`src/rtl/lrn_pkg.sv`:
```
package lrn_pkg;

  // Control phases of the normalizer.
  typedef enum logic {
    LRN_IDLE = 1'b0,
    LRN_RUN  = 1'b1
  } lrn_state_e;

  // Default geometry of the long register and step counter.
  localparam int unsigned LRN_WORD_W_DEF = 18;
  localparam int unsigned LRN_SC_W_DEF   = 6;

endpackage

```
`src/rtl/lrn_ctrl.sv`:
```
module lrn_ctrl
  import lrn_pkg::*;
(
  input  logic clk,
  input  logic rst_n,
  input  logic req_valid,
  input  logic stop,
  output logic req_ready,
  output logic load,
  output logic shift_en,
  output logic done
);

  lrn_state_e state_q, state_d;
  logic       done_d;

  always_comb begin
    state_d  = state_q;
    load     = 1'b0;
    shift_en = 1'b0;
    done_d   = 1'b0;
    unique case (state_q)
      LRN_IDLE: begin
        if (req_valid) begin
          load    = 1'b1;
          state_d = LRN_RUN;
        end
      end
      LRN_RUN: begin
        if (stop) begin
          done_d  = 1'b1;
          state_d = LRN_IDLE;
        end else begin
          shift_en = 1'b1;
        end
      end
      default: state_d = LRN_IDLE;
    endcase
  end

  assign req_ready = (state_q == LRN_IDLE);

  always_ff @(posedge clk or negedge rst_n) begin
    if (!rst_n) begin
      state_q <= LRN_IDLE;
      done    <= 1'b0;
    end else begin
      state_q <= state_d;
      done    <= done_d;
    end
  end

endmodule

```
`src/rtl/lrn_stepcnt.sv`:
```
module lrn_stepcnt #(
  parameter int unsigned SC_W = 6
) (
  input  logic            clk,
  input  logic            rst_n,
  input  logic            load,
  input  logic [SC_W-1:0] limit,
  input  logic            inc,
  output logic [SC_W-1:0] sc,
  output logic            sc_zero
);

  localparam logic [SC_W-1:0] ONE = SC_W'(1);

  logic [SC_W-1:0] sc_q;

  always_ff @(posedge clk or negedge rst_n) begin
    if (!rst_n) begin
      sc_q <= '0;
    end else if (load) begin
      sc_q <= (~limit) + ONE;
    end else if (inc) begin
      sc_q <= sc_q + ONE;
    end
  end

  assign sc      = sc_q;
  assign sc_zero = (sc_q == '0);

endmodule

```
`src/rtl/lrn_datapath.sv`:
```
module lrn_datapath #(
  parameter int unsigned WORD_W = 18
) (
  input  logic              clk,
  input  logic              rst_n,
  input  logic              load,
  input  logic              shift_en,
  input  logic              is_signed,
  input  logic [WORD_W-1:0] acc_in,
  input  logic [WORD_W-1:0] mq_in,
  input  logic              link_in,
  output logic [WORD_W-1:0] acc,
  output logic [WORD_W-1:0] mq,
  output logic              link,
  output logic              top_differ
);

  localparam int unsigned LONG_W = 2 * WORD_W;

  logic [LONG_W-1:0] long_q, long_d, load_word;
  logic              link_q;

  assign load_word = {acc_in, mq_in};

  // Per-bit next value: load, shift up by one, or hold.
  generate
    for (genvar b = 0; b < LONG_W; b++) begin : g_bit
      if (b == 0) begin : g_fill
        assign long_d[b] = load     ? load_word[b] :
                           shift_en ? link_q       : long_q[b];
      end else begin : g_chain
        assign long_d[b] = load     ? load_word[b]  :
                           shift_en ? long_q[b-1]   : long_q[b];
      end
    end
  endgenerate

  always_ff @(posedge clk or negedge rst_n) begin
    if (!rst_n) begin
      long_q <= '0;
      link_q <= 1'b0;
    end else begin
      long_q <= long_d;
      if (load) begin
        link_q <= is_signed ? acc_in[WORD_W-1] : link_in;
      end
    end
  end

  assign acc        = long_q[LONG_W-1:WORD_W];
  assign mq         = long_q[WORD_W-1:0];
  assign link       = link_q;
  assign top_differ = long_q[LONG_W-1] ^ long_q[LONG_W-2];

endmodule

```
`src/rtl/lrn_normalizer.sv`:
```
module lrn_normalizer #(
  parameter int unsigned WORD_W = lrn_pkg::LRN_WORD_W_DEF,
  parameter int unsigned SC_W   = lrn_pkg::LRN_SC_W_DEF
) (
  input  logic              clk,
  input  logic              rst_n,
  input  logic              req_valid,
  output logic              req_ready,
  input  logic              req_signed,
  input  logic [SC_W-1:0]   req_count,
  input  logic [WORD_W-1:0] req_acc,
  input  logic [WORD_W-1:0] req_mq,
  input  logic              req_link,
  output logic [WORD_W-1:0] acc,
  output logic [WORD_W-1:0] mq,
  output logic              link,
  output logic [SC_W-1:0]   sc,
  output logic              done
);

  logic load, shift_en, stop, top_differ, sc_zero;

  assign stop = top_differ | sc_zero;

  lrn_ctrl u_ctrl (
    .clk       (clk),
    .rst_n     (rst_n),
    .req_valid (req_valid),
    .stop      (stop),
    .req_ready (req_ready),
    .load      (load),
    .shift_en  (shift_en),
    .done      (done)
  );

  lrn_stepcnt #(.SC_W(SC_W)) u_stepcnt (
    .clk     (clk),
    .rst_n   (rst_n),
    .load    (load),
    .limit   (req_count),
    .inc     (shift_en),
    .sc      (sc),
    .sc_zero (sc_zero)
  );

  lrn_datapath #(.WORD_W(WORD_W)) u_datapath (
    .clk        (clk),
    .rst_n      (rst_n),
    .load       (load),
    .shift_en   (shift_en),
    .is_signed  (req_signed),
    .acc_in     (req_acc),
    .mq_in      (req_mq),
    .link_in    (req_link),
    .acc        (acc),
    .mq         (mq),
    .link       (link),
    .top_differ (top_differ)
  );

endmodule

```
`config.mk`:
```
export PLATFORM = sky130hd
export DESIGN_NAME = lrn_normalizer
export DESIGN_NICKNAME = d
export VERILOG_FILES = /design/src/rtl/lrn_pkg.sv /design/src/rtl/lrn_ctrl.sv /design/src/rtl/lrn_stepcnt.sv /design/src/rtl/lrn_datapath.sv /design/src/rtl/lrn_normalizer.sv
export SDC_FILE = /design/constraint.sdc
export NUM_CORES = 1
export LEC_CHECK = 0
export CAP_MARGIN = 0
export CORE_ASPECT_RATIO = 1.75
export CORE_UTILIZATION = 43
export DETAILED_ROUTE_END_ITERATION = 7
export HOLD_SLACK_MARGIN = 0.05
export PLACE_DENSITY = 0.81
export SLEW_MARGIN = 20
export SYNTH_ARGS = -nofsm -noshare
export SYNTH_HDL_FRONTEND = slang
export SYNTH_SLANG_ARGS = --single-unit
```
`constraint.sdc`:
```
create_clock -name clk -period 2.4 [get_ports clk]
set_clock_uncertainty 0.2 [all_clocks]
set_input_delay 0.48 -clock clk [delete_from_list [all_inputs] [get_ports clk]]
set_output_delay 0.48 -clock clk [all_outputs]
set_load 0.005 [all_outputs]
```
==> impl_metrics.yaml, run 1 <==
status:
  status: "complete, no violations"
global_route:
  grt_pass1_vias: 2081
  grt_use_total: 0.218
  antenna_found_initial: 0
  grt_pass1_wl_um: 9530
  grt_max_degree: 44
  overflow: 0
finish:
  fillers: 437
  fin_area_sq_um: 3290
  syn_to_final_growth_pct: 49.3
  layout-drive-gt1-share: 0.0737
  nets: 401
  diodes: 0
power_and_ir_drop:
  swShare: 0.384
  pwr-share-seq: 0.344
  p_leak_nw: 1.44
  vdd_drop_max_v: 0.00101
  switchingPower_mw: 1.67
  combPwrFrac: 0.551
  clkPwrFrac: 0.105
  powerDensity_nw_per_um2: 1330
  intPower_mw: 2.68
sta:
  worst_pin_slew_ns: 0.503
  setup_violations: 0
  hold_viol: 0
  timing.fmax_ghz: 0.456
  rsz0062_at_grt: "false"
  period_minus_slack_ns: 2.19
  setup_tns_ns: 0
  slew_headroom: 0.665
  period_share: 0.913
  whs_ns: 0.316
  final_max_slew_viol_count: 0
setup_path:
  critPathKind: "register to output pin"
  worstPathMaxFanout: 11
  crit_path_start_kind: "register"
  cp.required_ns: 1.72
  arrival_ns: 1.51
  worstSetupEndpointType: "output pin"
placement:
  gp_congestion: 0.845
  dpl_cell_area_sq_um: 3190
  hpwl_um: 4110
  port_buffers: 91
detailed_routing:
  drt-initial-drc-count: 66
  drc: 0
  wl_per_cell_um: 13.9
  ant_nets: 0
  via_per_inst: 5.35
  finalWirelength_um: 5650
  vias: 2178
  first_pass_iters: 4
cts:
  cts_max_level: 2
  cts_resized: 0
  post_cts_buffers: 0
  cts.clk_slew.worst_paths_ns: 0.08
  cts_buffer_depth: 2
  cts_tree: "done"
  cts_root_buf: "clkbuf_8"
  cts.sinks: 45
  numCtsBuffers: 5
  insertion_delay_ns: 0.29
yosys:
  ys_top_cells_by_area: "dfrtp_1 51%, nand2_1 14%, a31oi_1 9.9%"
  syn_area_sq_um: 2200
  async_reset_ff_frac: 1.00
  netlist_instances: 259
  ys_seq_area_frac: 0.511
  ys_ff_latch: 45
  syn_area_per_cell_sq_um: 8.51
  synth_top_area_frac: 0.511
  synth.distinct_cells: 35
  synth_top_area_cell: "dfrtp_1"
  synth_edf_count: 0
  yosys-top-cells-count: "81 x nand2_1, 45 x dfrtp_1, 38 x nor2_1, 35 x a31oi_1, 8 x clkbuf_1"
  synth_most_common_cell: "nand2_1"
  syn_nets: 307
  synth_warnings: 0
  synth_flop_cell: "dfrtp_1"
die:
  io_pins: 92
  die_h_um: 96.7
  placementRows: 34
  start_util: 0.447
  core_area_sq_um: 4930
  die_w_um: 56.1
  die_area_sq_um: 5430
run:
  max_cap_viol_count: 0
hold_path:
  hold_path_class: "register to register"
==> per-layer routing <==
metal,global-route usage,vias to the layer above,part of all wire,wire [um]
li1,-,1066,-,-
met5,0,-,0,0
met4,0.0844,0,0.022,125
met1,0.273,1027,0.40,2280
met2,0.366,72,0.53,2980
met3,0.0414,13,0.048,270
==> critical path, cell delays in order (launching register included) <==
cell and delay [ns]:
dfrtp_1 0.42, buf_4 0.19, inv_1 0.10, clkdlybuf4s50_1 0.51
==> flip-flops by register name, summed over array words and instances, names as in the netlist <==
register / count
u_ctrl.done: 1
u_ctrl.state_q: 1
u_datapath.link: 1
u_datapath.long_q: 36
u_stepcnt.sc: 6
==> cell type report <==
class                   instances  area [sq um]  share of cell area
inverters                       2          7.51             0.00228
repair buffers                104          1020               0.310
well taps                      54          67.6              0.0205
clock buffers                   7          86.3              0.0262
multi-input cells             195           983               0.299
flip-flops and latches         45          1130               0.342
==> layout by cell type, fill, tap and decap left out, drive strengths merged, types with 2 or more instances in the layout <==
cell type	instances
a211oi	2
a31o	2
a31oi	35
and2	2
and3	2
buf	13
clkbuf	7
clkdlybuf4s50	90
dfrtp	45
inv	2
mux2i	6
nand2	82
nand2b	2
nand3	2
nand4	2
nor2	38
nor4b	2
o21ai	4
xor2	3
==> repair_timing <==
action / in CTS / in global routing
endpoints found under the hold margin: 20 / 0
endpoints found under the setup margin: 0 / 0
hold buffers: 1 / 0
==> through the flow <==
| step | std cells | utilization | power (mW) | worst slack (ns) |
|---|---|---|---|---|
| floorplan | 259 | - | 2.75 | 0.184 |
| CTS | 407 | 0.667 | 4.41 | 0.197 |
| global placement | 399 | 0.647 | 3.87 | 0.0494 |
| detailed placement | 399 | 0.647 | 3.94 | -0.0343 |
| finish | 407 | 0.667 | 4.36 | 0.209 |
| global route | 407 | 0.667 | 4.72 | 0.150 |
==> final timing paths <==
path / from / endpoint / slack [ns] / cells after the start
worst min-delay path: u_datapath.link$_DFFE_PN0P_ / u_datapath.link$_DFFE_PN0P_ / 0.32 / 2
min in group asynchronous: rst_n / u_datapath.long_q[18]$_DFFE_PN0P_ / 0.49 / 2
worst max-delay path: u_ctrl.state_q$_DFF_PN0_ / req_ready / 0.21 / 3
max in group asynchronous: rst_n / u_datapath.long_q[7]$_DFFE_PN0P_ / 1.00 / 3
worst min register to register: u_datapath.link$_DFFE_PN0P_ / u_datapath.link$_DFFE_PN0P_ / 0.32 / 2
worst max register to register: u_stepcnt.sc[4]$_DFFE_PN0P_ / u_stepcnt.sc[3]$_DFFE_PN0P_ / 0.34 / 5
==> power groups by stage <==
stage	Clock, mW	Combinational (mW)	Sequential (mW)
after global routing	0.509	2.65	1.56
after detailed placement	0	2.43	1.51
after floorplan	0	1.27	1.48
after global placement	0	2.37	1.50
after CTS	0.475	2.44	1.50
final	0.460	2.40	1.50
==> cells by family after synthesis <==
| family | synth area share |
|---|---|
| compound gates | 0.135 |
| xor+xnor | 0.0159 |
| flops | 0.511 |
| fa+ha+maj | 0.00568 |
| buf+inv | 0.0426 |
| simple gates | 0.257 |
| mux | 0.0324 |
Power figures use the tool's default switching activity.
==> run 2: changes to the inputs <==
Settings changed: ABC_CLOCK_PERIOD_IN_PS set to 2400.
==> results of run 2 <==
Final layout, timing and power as in run 1 (identical DEF).
